## config.mk

```make
export PLATFORM = sky130hd
export DESIGN_NAME = por_sequencer
export DESIGN_NICKNAME = d
export VERILOG_FILES = /design/src/rtl/por_seq_pkg.sv /design/src/rtl/por_rail_sync.sv /design/src/rtl/por_sat_counter.sv /design/src/rtl/por_io_watch.sv /design/src/rtl/por_sequencer.sv
export SDC_FILE = /design/constraint.sdc
export NUM_CORES = 1
export LEC_CHECK = 0
export BUFFER_PORTS_ARGS = -buffer_cell sky130_fd_sc_hd__buf_2
export CAP_MARGIN = 5
export CORE_UTILIZATION = 40
export DETAILED_ROUTE_END_ITERATION = 6
export HOLD_SLACK_MARGIN = 0.15
export PLACE_DENSITY = 0.59
export SYNTH_ARGS = -nofsm -noshare
export SYNTH_HDL_FRONTEND = slang
export SYNTH_SLANG_ARGS = --single-unit
```

## constraint.sdc

```tcl
create_clock -name clk -period 2.7 [get_ports clk]
set_input_delay 0 -clock clk [delete_from_list [all_inputs] [get_ports clk]]
set_output_delay 0 -clock clk [all_outputs]
set_load 0.02 [all_outputs]
```

## src/rtl/por_seq_pkg.sv

```systemverilog
package por_seq_pkg;
  localparam int RAIL_CORE = 0;
  localparam int RAIL_ANA  = 1;
  localparam int RAIL_IO   = 2;
  localparam int NUM_RAILS = 3;

  typedef enum logic [1:0] {
    ST_WAIT = 2'd0,  // waiting for all rails, ramp timer running
    ST_HOLD = 2'd1,  // all rails good, release delay running
    ST_USER = 2'd2,  // reset released
    ST_FAIL = 2'd3   // ramp budget missed, held until rst
  } por_state_e;
endpackage

```

## src/rtl/por_rail_sync.sv

```systemverilog
module por_rail_sync #(
  parameter int N = 3
) (
  input  logic         clk,
  input  logic         rst,
  input  logic [N-1:0] async_in,
  output logic [N-1:0] sync_out
);
  logic [N-1:0] stage1;

  for (genvar g = 0; g < N; g++) begin : g_rail
    always_ff @(posedge clk) begin
      if (rst) begin
        stage1[g]   <= 1'b0;
        sync_out[g] <= 1'b0;
      end else begin
        stage1[g]   <= async_in[g];
        sync_out[g] <= stage1[g];
      end
    end
  end
endmodule

```

## src/rtl/por_sat_counter.sv

```systemverilog
module por_sat_counter #(
  parameter int LIMIT = 16,
  localparam int W = $clog2(LIMIT + 1)
) (
  input  logic         clk,
  input  logic         rst,
  input  logic         clr,
  input  logic         en,
  output logic [W-1:0] count
);
  localparam logic [W-1:0] TOP = W'(LIMIT);

  always_ff @(posedge clk) begin
    if (rst || clr) begin
      count <= '0;
    end else if (en && count != TOP) begin
      count <= count + 1'b1;
    end
  end

  AST_NO_OVERFLOW: assert property (@(posedge clk) disable iff (rst)
    count <= TOP);
endmodule

```

## src/rtl/por_io_watch.sv

```systemverilog
module por_io_watch #(
  parameter int IOWIN_CYC = 64,
  localparam int WW = $clog2(IOWIN_CYC + 1)
) (
  input  logic clk,
  input  logic rst,
  input  logic arm,
  input  logic io_good,
  output logic drop_flag
);
  localparam logic [WW-1:0] WIN_END = WW'(IOWIN_CYC);

  logic          armed;
  logic [WW-1:0] win_cnt;
  logic          win_open;

  assign win_open = armed && (win_cnt < WIN_END);

  por_sat_counter #(.LIMIT(IOWIN_CYC)) u_win_cnt (
    .clk  (clk),
    .rst  (rst),
    .clr  (arm),
    .en   (win_open),
    .count(win_cnt)
  );

  always_ff @(posedge clk) begin
    if (rst) begin
      armed     <= 1'b0;
      drop_flag <= 1'b0;
    end else begin
      if (arm) armed <= 1'b1;
      if (win_open && !arm && !io_good) drop_flag <= 1'b1;
    end
  end

  AST_FLAG_STICKY: assert property (@(posedge clk) disable iff (rst)
    drop_flag |=> drop_flag);
  AST_FLAG_IN_WINDOW: assert property (@(posedge clk) disable iff (rst)
    $rose(drop_flag) |-> $past(win_open));
endmodule

```

## src/rtl/por_sequencer.sv

```systemverilog
module por_sequencer
  import por_seq_pkg::*;
#(
  parameter int RAMP_CYC  = 100000,
  parameter int REL_CYC   = 20000,
  parameter int FAST_CYC  = 64,
  parameter int IOWIN_CYC = 90000
) (
  input  logic       clk,
  input  logic       rst,
  input  logic [2:0] rail_ok,
  input  logic       instant_on,
  output logic       por_n,
  output logic       config_start,
  output logic       io_tristate,
  output logic       ramp_fail,
  output logic       io_rail_drop
);
  localparam int DLY_MAX = (REL_CYC > FAST_CYC) ? REL_CYC : FAST_CYC;
  localparam int RW = $clog2(RAMP_CYC + 1);
  localparam int DW = $clog2(DLY_MAX + 1);
  localparam logic [RW-1:0] RAMP_LAST = RW'(RAMP_CYC - 1);
  localparam logic [DW-1:0] REL_LAST  = DW'(REL_CYC - 1);
  localparam logic [DW-1:0] FAST_LAST = DW'(FAST_CYC - 1);

  logic [NUM_RAILS-1:0] rail_s;
  logic                 core_ana_good;
  logic                 all_good;
  por_state_e           state, nxt;
  logic [RW-1:0]        ramp_cnt;
  logic [DW-1:0]        dly_cnt;
  logic [DW-1:0]        dly_last;
  logic                 brown_evt;
  logic                 arm_window;

  por_rail_sync #(.N(NUM_RAILS)) u_sync (
    .clk     (clk),
    .rst     (rst),
    .async_in(rail_ok),
    .sync_out(rail_s)
  );

  assign core_ana_good = rail_s[RAIL_CORE] & rail_s[RAIL_ANA];
  assign all_good      = &rail_s;
  assign brown_evt     = (state == ST_USER) && !core_ana_good;
  assign dly_last      = instant_on ? FAST_LAST : REL_LAST;

  por_sat_counter #(.LIMIT(RAMP_CYC)) u_ramp_cnt (
    .clk  (clk),
    .rst  (rst),
    .clr  (brown_evt),
    .en   (state == ST_WAIT),
    .count(ramp_cnt)
  );

  por_sat_counter #(.LIMIT(DLY_MAX)) u_dly_cnt (
    .clk  (clk),
    .rst  (rst),
    .clr  (state != ST_HOLD),
    .en   (state == ST_HOLD),
    .count(dly_cnt)
  );

  always_comb begin
    nxt = state;
    unique case (state)
      ST_WAIT: begin
        if (all_good)                  nxt = ST_HOLD;
        else if (ramp_cnt >= RAMP_LAST) nxt = ST_FAIL;
      end
      ST_HOLD: begin
        if (!core_ana_good)            nxt = ST_WAIT;
        else if (dly_cnt >= dly_last)  nxt = ST_USER;
      end
      ST_USER: begin
        if (!core_ana_good)            nxt = ST_WAIT;
      end
      ST_FAIL:                         nxt = ST_FAIL;
      default:                         nxt = ST_FAIL;
    endcase
  end

  assign arm_window = (state == ST_WAIT) && (nxt == ST_HOLD);

  always_ff @(posedge clk) begin
    if (rst) begin
      state        <= ST_WAIT;
      por_n        <= 1'b0;
      io_tristate  <= 1'b1;
      config_start <= 1'b0;
      ramp_fail    <= 1'b0;
    end else begin
      state        <= nxt;
      por_n        <= (nxt == ST_USER);
      io_tristate  <= (nxt != ST_USER);
      config_start <= (state == ST_HOLD) && (nxt == ST_USER);
      ramp_fail    <= ramp_fail | (nxt == ST_FAIL);
    end
  end

  por_io_watch #(.IOWIN_CYC(IOWIN_CYC)) u_io_watch (
    .clk      (clk),
    .rst      (rst),
    .arm      (arm_window),
    .io_good  (rail_s[RAIL_IO]),
    .drop_flag(io_rail_drop)
  );

  AST_START_ONE_CYCLE: assert property (@(posedge clk) disable iff (rst)
    config_start |=> !config_start);
  AST_START_AT_RISE: assert property (@(posedge clk) disable iff (rst)
    config_start |-> (por_n && !$past(por_n)));
  AST_RISE_NEEDS_RAILS: assert property (@(posedge clk) disable iff (rst)
    $rose(por_n) |-> $past(core_ana_good));
  AST_TRI_INVERSE: assert property (@(posedge clk) disable iff (rst)
    io_tristate == !por_n);
  AST_FAIL_STICKY: assert property (@(posedge clk) disable iff (rst)
    ramp_fail |=> ramp_fail);
  AST_FAIL_KEEPS_RESET: assert property (@(posedge clk) disable iff (rst)
    ramp_fail |-> !por_n);
  AST_BROWNOUT: assert property (@(posedge clk) disable iff (rst)
    (por_n && !core_ana_good) |=> !por_n);
  AST_IO_NO_RESET: assert property (@(posedge clk) disable iff (rst)
    (por_n && core_ana_good && !rail_s[RAIL_IO]) |=> por_n);
endmodule

```

== Word level (Yosys, flattened, before mapping) ==
Cells that the tools add are included.

* Logic and storage cells: 59
* Bits of input ports: 6
* Register bits: 63
* Output and inout bits: 5

* Equality and inequality tests: 11
* Reduce and logical (&&, ||, !) cells: 17
* Magnitude comparators: 3
* Mux-type cells: 7
* Bitwise logic cells: 2
* $add $sub $neg: 3

{| class="wikitable"
|+ Operator list
! operator !! number
|-
| $add 17x1->17 const B || 2
|-
| $ne 17x17->1 const B || 2
|-
| $ge 17x17->1 const B || 1
|-
| $lt 17x17->1 const B || 1
|-
| $add 15x1->15 const B || 1
|-
| $ge 15x15->1 || 1
|-
| $mux 15 || 1
|-
| $ne 15x15->1 const B || 1
|-
| $mux 2 || 5
|-
| $logic_and 1x1->1 || 9
|-
| $eq 2x2->1 const B || 4
|-
| $pmux 2 s4 || 1
|-
| $eq 2x1->1 const B || 2
|-
| $logic_not 1->1 || 3
|-
| $logic_or 1x1->1 || 3
|-
| $reduce_and 3->1 || 1
|-
| $logic_not 2->1 || 1
|-
| $ne 2x1->1 const B || 1
|-
| $ne 2x2->1 const B || 1
|-
| $and 1x1->1 || 1
|-
| $or 1x1->1 || 1
|}

== Depth between registers and ports, before layout ==
Gate-level depths: netlist of the first run.

* Word-level depth: 10
* Gate-level depth with buffers: 8

== Cells and area by module ==
From an unflattened synthesis of the first run, not the netlist that was laid out.

* Cell total of the unflattened synthesis: 377
* Area, all modules: 3338.2 sq um

{| class="wikitable"
|+ Modules (own cells, without submodules)
! module !! area an instance (sq um) !! times used !! seq. area each (sq um) !! cells each
|-
| por_sat_counter (u_ramp_cnt) || 879.6 || 1 || 340.3 || 98
|-
| por_sat_counter (u_io_watch.u_win_cnt) || 860.8 || 1 || 340.3 || 98
|-
| por_sat_counter (u_dly_cnt) || 817.0 || 1 || 300.3 || 92
|-
| por_sequencer || 481.7 || 1 || 120.1 || 61
|-
| por_rail_sync || 157.7 || 1 || 120.1 || 12
|-
| por_io_watch || 141.4 || 1 || 40.0 || 16
|}

== Worst setup path after synthesis of the first run ==
Ideal clock, no wire load.

* Path type: flip-flop to flip-flop
* Start point: reg u_dly_cnt.count[9]
* End point: reg por_n
* Data required time: 2.641 ns
* Slack: 0.761 ns
* Path buffers: 0
* Arrival: 1.880 ns
* Cell stages (with the launch flop): 7
* Cell sequence: dfxtp_1 > ha_1 > nor4bb_1 > o21ai_0 > a31o_2 > a2111oi_2 > a31o_2

* Word-level cells in the longest chain between the ends: 5

{| class="wikitable"
|+ Ends and longest elaborated chain
! what !! RTL line !! RTL
|-
| start, declared || por_sat_counter.sv:9 || <nowiki>output logic [W-1:0] count</nowiki>
|-
| start signal, assigned || por_sat_counter.sv:17 || <nowiki>count <= count + 1'b1;</nowiki>
|-
| $ge 15x15->1 || por_sequencer.sv:73 || <nowiki>else if (dly_cnt >= dly_last) nxt = ST_USER;</nowiki>
|-
| $mux 2 || por_sequencer.sv:73 ||
|-
| $mux 2 || por_sequencer.sv:72 || <nowiki>if (!core_ana_good) nxt = ST_WAIT;</nowiki>
|-
| $pmux 2 s4 || por_sequencer.sv:66 || <nowiki>unique case (state)</nowiki>
|-
| $eq 2x2->1 || por_sequencer.sv:94 || <nowiki>por_n <= (nxt == ST_USER);</nowiki>
|-
| end signal, assigned || por_sequencer.sv:94 ||
|-
| end, declared || por_sequencer.sv:13 || <nowiki>output logic por_n,</nowiki>
|}

No other way between the ends.
A chain may end at the register's enable or synchronous reset.

== Final worst setup path of the first run ==
* Start point: reg u_io_watch.u_win_cnt.count[4]
* End point: reg u_io_watch.u_win_cnt.count[12]

* Word-level cells in the longest chain between the ends: 3

{| class="wikitable"
|+ Ends and longest elaborated chain
! what !! RTL line !! RTL
|-
| start, declared || por_sat_counter.sv:9 ||
|-
| start signal, assigned || por_sat_counter.sv:17 ||
|-
| $lt 17x17->1 || por_io_watch.sv:17 || <nowiki>assign win_open = armed && (win_cnt < WIN_END);</nowiki>
|-
| $logic_and 1x1->1 || por_io_watch.sv:17 ||
|-
| $logic_and 1x1->1 || por_sat_counter.sv:16 || <nowiki>end else if (en && count != TOP) begin</nowiki>
|}

Parallel ways exist; a longest one is shown, timed or not.

==> results of run 1 <==
layout by cell type, fill, tap and decap left out, drive strengths merged, types with 13 or more instances in the layout:
cell type,netlist,layout
nand4,17,17
dfxtp,63,63
and3,13,13
nor2,48,48
nand3,18,18
a21oi,15,15
nand2,14,14
xor2,22,22
buf,1,13
how the worst max path moves through the flow:
stage                                     endpoint  slack, ns
floorplan                                    por_n       0.76
global placement                             por_n       0.66
detailed placement                     io_tristate       0.60
CTS                 u_io_watch.u_win_cnt.count[12]       0.57
global route                                 por_n       0.38
finish              u_io_watch.u_win_cnt.count[12]       0.57
synthesized netlist by cell type (3+ instances only):
library cell and instances:
dfxtp_1 63, nor2_1 48, xor2_1 22, nand3_1 18, nand4_1 17, a21oi_1 15
nand2_1 14, and3_1 13, xnor2_1 12, ha_1 11, inv_1 11, clkbuf_1 10
o21ai_0 9, nor2b_1 8, or3_1 8, and2_1 6, nand2b_1 5, nor4bb_1 5
o211ai_1 5, nor4_1 4, a31oi_1 3, and4_1 3, nor4b_1 3
state kept, by name (all words and copies together), names as in the netlist:
signal                      count
config_start                    1
state                           2
u_io_watch.u_win_cnt.count     17
u_dly_cnt.count                15
u_ramp_cnt.count               17
u_sync.sync_out                 3
u_io_watch.armed                1
u_sync.stage1                   3
ramp_fail                       1
u_io_watch.drop_flag            1
io_tristate                     1
por_n                           1
report_power, final:
group	internal, W	switching [W]
Sequential	0.000937	0.00000642
Clock	0.000454	0.000380
Combinational	0.0000247	0.0000281
Total	0.00142	0.000414
area by class of cell:
type                    count  area, um2
inverters                  11       41.3
well taps                  99        124
clock inverters             6       67.6
repair buffers             20        143
fillers                   699       3830
clock buffers              10        138
multi-input cells         262       1720
flip-flops and latches     63       1260
layer usage:
metal,GRT usage,vias to the layer above,share of wire
met5,0,-,0
met4,0.0938,0,0.018
met3,0.0311,8,0.026
met2,0.244,31,0.43
met1,0.238,1148,0.52
li1,-,1280,-
stage by stage:
stage          power (W)   util  cell area (um2)
2_1_floorplan   0.000996      -             3070
3_3_place_gp     0.00101  0.440             3220
3_5_place_dp     0.00101  0.440             3220
4_1_cts          0.00186  0.477             3500
5_1_grt          0.00191  0.477             3500
6_report         0.00183  0.477             3500
worst reg2reg max path, stage by stage, from the launching register on:
cell	delay, ns
dfxtp_1	0.36
or3_4	0.41
a311oi_4	0.48
o21ai_2	0.23
or4_1	0.51
nand2_1	0.08
kinds of logic (layout without fill, tap and decap cells):
family | after synthesis | count (layout) | synth area share
AO/OA/AOI/OAI | 50 | 50 | 0.117
AND/OR/NAND/NOR | 165 | 165 | 0.297
multiplexers | 2 | 2 | 0.00653
XOR/XNOR | 34 | 34 | 0.0971
buffers and inverters | 22 | 47 | 0.0269
adder cells (fa/ha/maj) | 11 | 11 | 0.0449
flip-flops | 63 | 63 | 0.411
==> metrics, run 1 <==
outcome=finished clean; leakage power=1.26 nW; worst hold slack=about 0.27 ns; post-synth top area cell=dfxtp_1; final hold violations=0; Routed WL=5.99 mm; pwr/cell area=523 nW/um2; max frequency=~470 MHz; yosys warns=0; worst reg-to-reg path cell count=5; Non-Filler Instances=471; Fin Clk Skew=0.00819 ns; Post-synth EDFFs=0; number of routed nets with antenna violations=0; r2r setup slk=approximately 0.57 ns; final worst slack=roughly 0.57 ns; dominant synthesized flop cell=dfxtp_1; pre-CTS setup slack=0.601 ns; hold depth=5; Worst Path Required=2.97 ns; Vias/cell=about 5.2; number of setup violations in the final report=0; critical path's slowest cell=or4_1; drt first pass iters=4; Yosys cell types=50; max-slew violation count=0; CP Launch Point=u_io_watch.u_win_cnt.count[4]; HP Class=in -> reg; CTS tree=built; DPL Wire Length=between 4 and 5 mm; Synthesized Nets=364; crit path buf inv count=0; Crit path arrival time=2.41 ns; RD Place Congestion=0.797; GRT Total Usage=0.169; Max-Cap Viols=0; Clk pin slew, worst setup/hold paths=0.08 ns; Layout area overhead=14.0%; Detailed Route Iter0 Violations=slightly above 90; Clock Latency Late Sink=roughly 0.34 ns; RSZ-0062 raised after global routing=no; CP Class=reg -> reg; area of the core=approximately 7300 um2; worst vdd ir=0.315 mV; input/output buffers=10; Fin Setup TNS=0 ns; Die ar.=8020 um2; GR Overflow Total=0; crit-path cells=or3_4 > a311oi_4 > o21ai_2 > or4_1 > nand2_1; CP Depth=5; global-route wire length before repair=slightly above 10 mm; CTS HTree Levels=3; DRC viols=0; share of the synthesized area in the top cell type=0.411; layout cells sized above 1=0.108; Avg WL per Cell=12.7 um; sequential area share after synthesis=0.411; CP startpoint kind=flip-flop; hold_buf cts=7; pin count of the biggest net entering global routing=18; period utilization=0.789; nets=around 380; Reg-to-Reg Start=u_io_watch.u_win_cnt.count[4]; Slew @ Worst Pin=0.618 ns; hold path start=instant_on; worst hold endpoint=state[0]; Synth async-reset ratio=0; initial antenna violation count=0; Rel. slew slack=0.587; r2r endpoint=u_io_watch.u_win_cnt.count[12]; cell area after synthesis=3070 um2; CTS resizes=0; CTS buffer count=9; worst-case clock buffer depth=2; # Post-CTS Setup Buffers=0; total number of vias=2,467; Die H=between 80 and 90 um; Area contributors post-synth=dfxtp_1, xor2_1, nor2_1; Initial Util=0.419; Critical Path End Type=flip-flop; vias in the first global route=2,207; post-synthesis cell count=347; Placed Cells=448; width of the die=around 90 um; Rows=31; CP max FO=10; CTS root buffer=clkbuf_8; crit-path leading delay family=simple AND/OR/NAND/NOR gates; Top Ports=11; clock sink count=63; Max stage delay on crit path=0.51 ns; fin crit period=between 2 and 2.5 ns; number of synthesized register bits=63; n_diodes=0; Synth Area per Inst=8.84 um2
Power figures use the tool's default switching activity.
==> run 2: changes to the inputs <==
- clock period: 2.7 -> 2.2 ns (I/O delays scaled with it)
==> run 2 against run 1 <==
Effect of this change:
- global-route usage increased by 0.77 points
- worst setup slack got worse by 0.44 ns
- via count decreased by 0.53%
- cell area increased by 0.39%
- power increased by 21%
- hold slack improved by 0.0059 ns
- die area unchanged
- combinational power increased by 22%
- core utilization increased by 0.19 points
- flip-flop and latch count unchanged
- critical path depth increased by 1
- routed wire length increased by 3.2%
==> metrics, run 2 (synthesized netlist as in run 1, its figures left out) <==
Fin Clk Skew=0.00812 ns (-0.0000657 ns); Max-Cap Viols=0 (unchanged); total number of vias=2,454 (-0.53%); CTS buffer count=9 (unchanged); n_diodes=0 (unchanged); r2r setup slk=0.13 ns (-0.44 ns); clock sink count=63 (unchanged); Rows=31 (unchanged); Worst Path Required=2.39 ns (-0.58 ns); layout cells sized above 1=0.112 (+0.00447); CTS tree=built; CTS root buffer=clkbuf_8; number of setup violations in the final report=0 (unchanged); number of routed nets with antenna violations=0 (unchanged); vias in the first global route=2,244 (+1.7%); max frequency=483 MHz (+2.8%); area of the core=7330 um2 (unchanged); Detailed Route Iter0 Violations=95 (+4.4%); pin count of the biggest net entering global routing=18 (unchanged); Post-DP Area=3250 um2 (+0.70%); commonest non-fill, non-tap cell in the layout=dfxtp_1; most frequent cells in the layout=dfxtp_1, nor2_1, xor2_1; DRC viols=0 (unchanged); initial antenna violation count=0 (unchanged); max-slew violation count=0 (unchanged); Die H=89.6 um (unchanged); Initial Util=0.419 (unchanged); width of the die=89.6 um (unchanged); r2r endpoint=io_tristate; RSZ-0062 raised after global routing=no; outcome=finished clean; final hold violations=0 (unchanged); Reg-to-Reg Start=u_dly_cnt.count[10]; RD Place Congestion=0.776 (-2.6%); CP startpoint kind=flip-flop; Fin Setup TNS=0 ns (unchanged); Regs by FF count=u_io_watch.u_win_cnt.count x17, u_ramp_cnt.count x17, u_dly_cnt.count x15; Crit path arrival time=2.26 ns (-0.15 ns); input/output buffers=10 (unchanged); critical path's slowest cell=a2111oi_2; hold depth=5 (unchanged); Slew @ Worst Pin=0.639 ns (+0.0217 ns); CTS HTree Levels=3 (unchanged); Vias/cell=5.18 (-1.2%); Routed WL=6.18 mm (+3.2%); pwr/cell area=629 nW/um2 (+20%); GRT Total Usage=0.177 (+0.00771); Clock Latency Late Sink=0.33 ns (about the same); fin crit period=2.07 ns (-0.0587 ns); Die ar.=8020 um2 (unchanged); Design Area, Final=3510 um2 (+0.39%); HP Class=in -> reg; worst vdd ir=0.351 mV (+11%); Avg WL per Cell=13.0 um (+2.5%); Max stage delay on crit path=0.45 ns (-0.06 ns); nets=387 (+0.78%); CP max FO=5 (-5); worst reg-to-reg path cell count=6 (+1); global-route wire length before repair=10.8 mm (+5.1%); Clk pin slew, worst setup/hold paths=0.07 ns (about the same); Critical Path End Type=flip-flop; # Post-CTS Setup Buffers=0 (unchanged); DPL Wire Length=4.28 mm (+1.2%); Rel. slew slack=0.570 (-0.0171); Layout area overhead=14.5%; leakage power=1.27 nW (+1.4%); Pwr Total=0.00221 W (+21%); CP Class=reg -> reg; period utilization=0.942 (+0.153); worst hold endpoint=state[0]; GR Overflow Total=0 (unchanged); hold path start=instant_on; worst-case clock buffer depth=2 (unchanged); Top Ports=11 (unchanged); crit-path cells=ha_1 > nor4bb_2 > o21ai_0 > a31o_2 > a2111oi_2 > a31oi_1; drt first pass iters=4 (unchanged)
run 2: routing by layer:
| metal | GRT usage | vias to the layer above | routed length (um) |
|---|---|---|---|
| li1 | - | 1288 | - |
| met5 | 0 | - | 0 |
| met2 | 0.258 | 23 | 2720 |
| met3 | 0.0356 | 5 | 142 |
| met4 | 0.0823 | 0 | 61 |
| met1 | 0.251 | 1138 | 3250 |
run 2: stage by stage:
stage | cells | util | worst slack [ns] | hold WS (ns)
final | 474 | 0.479 | 0.128 | 0.274
after CTS | 474 | 0.478 | 0.0550 | 0.248
after global placement | 451 | 0.443 | 0.182 | 0.210
after global routing | 474 | 0.479 | 0.0204 | 0.310
after floorplan | 347 | - | 0.261 | 0.128
after detailed placement | 451 | 0.443 | 0.108 | 0.213
run 2: where the power goes:
part           switching [W]  total [W]  leakage, nW  internal (W)
clock               0.000436   0.000986        0.100      0.000550
combinational      0.0000337  0.0000645        0.664     0.0000309
sequential        0.00000767    0.00116        0.509       0.00115
total               0.000477    0.00221         1.27       0.00173
run 2: worst max path at each step:
stage / startpoint / to
finish: u_dly_cnt.count[10] / io_tristate
global route: u_dly_cnt.count[10] / io_tristate
CTS: u_dly_cnt.count[10] / io_tristate
detailed placement: u_dly_cnt.count[10] / io_tristate
global placement: u_io_watch.u_win_cnt.count[4] / u_io_watch.u_win_cnt.count[12]
floorplan: u_dly_cnt.count[9] / por_n
run 2: cell type report:
class / instances / area, um2
clock buffers: 12 / 145
clock inverters: 4 / 45.0
inverters: 11 / 41.3
multi-input cells: 262 / 1730
flip-flops and latches: 63 / 1260
fillers: 693 / 3820
well taps: 99 / 124
repair buffers: 23 / 165
run 2: what timing repair did:
item	CTS	global route
gates resized for setup	0	1
endpoints found under the setup margin	0	2
hold buffers	7	0
endpoints found under the hold margin	10	0
run 2: worst max-delay path: cells and delay by family, from the launching register on:
kind / cells / cell delay (ns)
compound gates: 4 / 0.97
flops: 1 / 0.36
fa+ha+maj: 1 / 0.34
simple gates: 1 / 0.26
==> run 3: changes to the inputs <==
- MAX_ROUTING_LAYER: not set -> met4
==> run 3 against run 2 <==
Effect of this change:
- power hardly changed
- count of clock-buffer cells in the layout unchanged
- worst setup slack improved by 0.0022 ns
- hold slack lost 0.0060 ns
- routed wire length decreased by 0.42%
- sequential share of layout area did not move
- via count grew 0.24%
- first-iteration DRC count is 1.1% higher
- flip-flop and latch count is the same
- fmax is 0.11% higher
- critical path depth stayed put
- cell area unchanged
==> metrics, run 3 (synthesized netlist as in run 1, its figures left out) <==
number of setup violations in the final report=0 (unchanged); HP Class=in -> reg; CP startpoint kind=flip-flop; Vias/cell=5.19 (+0.24%); crit-path leading delay family=compound AO/OA/AOI/OAI gates; outcome=finished clean; clock sink count=63 (unchanged); GRT Total Usage=0.183 (+0.00564); register area=1260 um2 (unchanged); Clk pin slew, worst setup/hold paths=0.07 ns (about the same); area of the multi-input gates=1730 um2 (unchanged); Layout area overhead=14.5% (unchanged); Critical Path End Type=flip-flop; CP max FO=5 (unchanged); Non-Filler Instances=474 (unchanged); DPL Wire Length=4.28 mm (unchanged); net switching power=0.000480 W (+0.45%); period utilization=0.941 (-0.00102); sequential power share=0.524 (about the same); pin count of the biggest net entering global routing=18 (unchanged); CTS tree=built; GR Overflow Total=0 (unchanged); nets=387 (unchanged); CTS buffer count=9 (unchanged); max frequency=483 MHz (+0.11%); input/output buffers=10 (unchanged); Rows=31 (unchanged); Fin Clk Skew=0.00833 ns (+0.000212 ns); Regs by FF count=u_io_watch.u_win_cnt.count x17, u_ramp_cnt.count x17, u_dly_cnt.count x15; Combinational Power Share=0.029 (about the same); Max stage delay on crit path=0.45 ns (about the same); worst vdd ir=0.351 mV (about the same); filler cell count=693 (unchanged); r2r setup slk=0.13 ns (about the same); worst-case clock buffer depth=2 (unchanged); internal power=0.00173 W (about the same); clock power share=0.447 (about the same); global-route wire length before repair=10.8 mm (about the same); DRC viols=0 (unchanged); RD Place Congestion=0.786 (+1.4%); CTS root buffer=clkbuf_8; Worst Path Required=2.40 ns (about the same); Max-Cap Viols=0 (unchanged); Avg WL per Cell=13.0 um (-0.42%); crit-path cells=ha_1 > nor4bb_2 > o21ai_0 > a31o_2 > a2111oi_2 > a31oi_1; Crit path arrival time=2.27 ns (about the same); GR peak layer=met2; Fin Setup TNS=0 ns (unchanged); grt met1 use=0.252 (+0.00113); Initial Util=0.419 (unchanged); critical path's slowest cell=a2111oi_2; leakage power=1.27 nW (unchanged); RSZ-0062 raised after global routing=no; most frequent cells in the layout=dfxtp_1, nor2_1, xor2_1; n_diodes=0 (unchanged); Top Ports=11 (unchanged); Placed Cells=451 (unchanged); CP Class=reg -> reg; # Post-CTS Setup Buffers=0 (unchanged); final hold violations=0 (unchanged); total number of vias=2,460 (+0.24%); Routed WL=6.15 mm (-0.42%); CTS HTree Levels=3 (unchanged); max-slew violation count=0 (unchanged); Slew @ Worst Pin=0.637 ns (-0.00203 ns); initial antenna violation count=0 (unchanged); pwr/cell area=629 nW/um2 (about the same); crit path buf inv count=0 (unchanged); drt first pass iters=5 (+1); Die ar.=8020 um2 (unchanged); Die H=89.6 um (unchanged); width of the die=89.6 um (unchanged); fin crit period=2.07 ns (-0.00224 ns); Switching Fraction=0.217 (+0.000781); Detailed Route Iter0 Violations=96 (+1.1%); area of the core=7330 um2 (unchanged); number of routed nets with antenna violations=0 (unchanged); Clock Latency Late Sink=0.34 ns (about the same); commonest non-fill, non-tap cell in the layout=dfxtp_1; GR Util met3=0.0356 (unchanged); Rel. slew slack=0.571 (+0.00137); layout cells sized above 1=0.112 (unchanged); vias in the first global route=2,242 (-0.089%); met2 Usage GRT=0.257 (-0.000689)
## run 3: cell counts in the layout (fill, tap and decap cells not counted)
Identical to the previous run, type by type.
## run 3: path summary, 6_finish.rpt
path	depth (start not counted)	startpoint	to
setup reg to reg	6	u_dly_cnt.count[10]	io_tristate
hold / removal	5	instant_on	state[0]
setup / recovery	6	u_dly_cnt.count[10]	io_tristate
hold reg to reg	1	u_sync.stage1[2]	u_sync.sync_out[2]
## run 3: metrics by stage
stage          cell area, um2  worst slack, ns  utilization  hold slack, ns  power (W)
2_1_floorplan            3070            0.261            -           0.128    0.00122
3_3_place_gp             3250            0.182        0.443           0.210    0.00124
3_5_place_dp             3250            0.108        0.443           0.213    0.00124
4_1_cts                  3510           0.0550        0.478           0.248    0.00224
5_1_grt                  3510           0.0204        0.479           0.310    0.00231
6_report                 3510            0.130        0.479           0.268    0.00221
## run 3: layout make-up
class	instances	share of cell area
well taps	99	0.0353
inverters	11	0.0118
clock inverters	4	0.0128
flip-flops and latches	63	0.359
clock buffers	12	0.0413
multi-input cells	262	0.493
repair buffers	23	0.0470
## run 3: power by group through the flow
stage / combinational, W / clock, W / sequential [W]
after global routing: 0.0000736 / 0.00107 / 0.00116
after floorplan: 0.0000397 / 0 / 0.00118
after global placement: 0.0000538 / 0 / 0.00118
after detailed placement: 0.0000552 / 0 / 0.00118
after CTS: 0.0000651 / 0.00101 / 0.00116
final: 0.0000645 / 0.000988 / 0.00116
## run 3: worst register-to-register path, stage by stage, from the launching register on
cell and delay [ns]:
dfxtp_1 0.36, ha_1 0.34, nor4bb_2 0.26, o21ai_0 0.15, a31o_2 0.29, a2111oi_2 0.45, a31oi_1 0.08
## run 3: routing by layer
metal	vias to the layer above	wire [um]
met5	-	0
met4	0	95
met3	7	157
met2	24	2670
met1	1136	3230
li1	1293	-
## run 3: timing repair
item / 4_1_cts / 5_1_grt
hold buffers: 7 / 0
endpoints found under the hold margin: 10 / 0
endpoints found under the setup margin: 0 / 2
resized for setup: 0 / 1
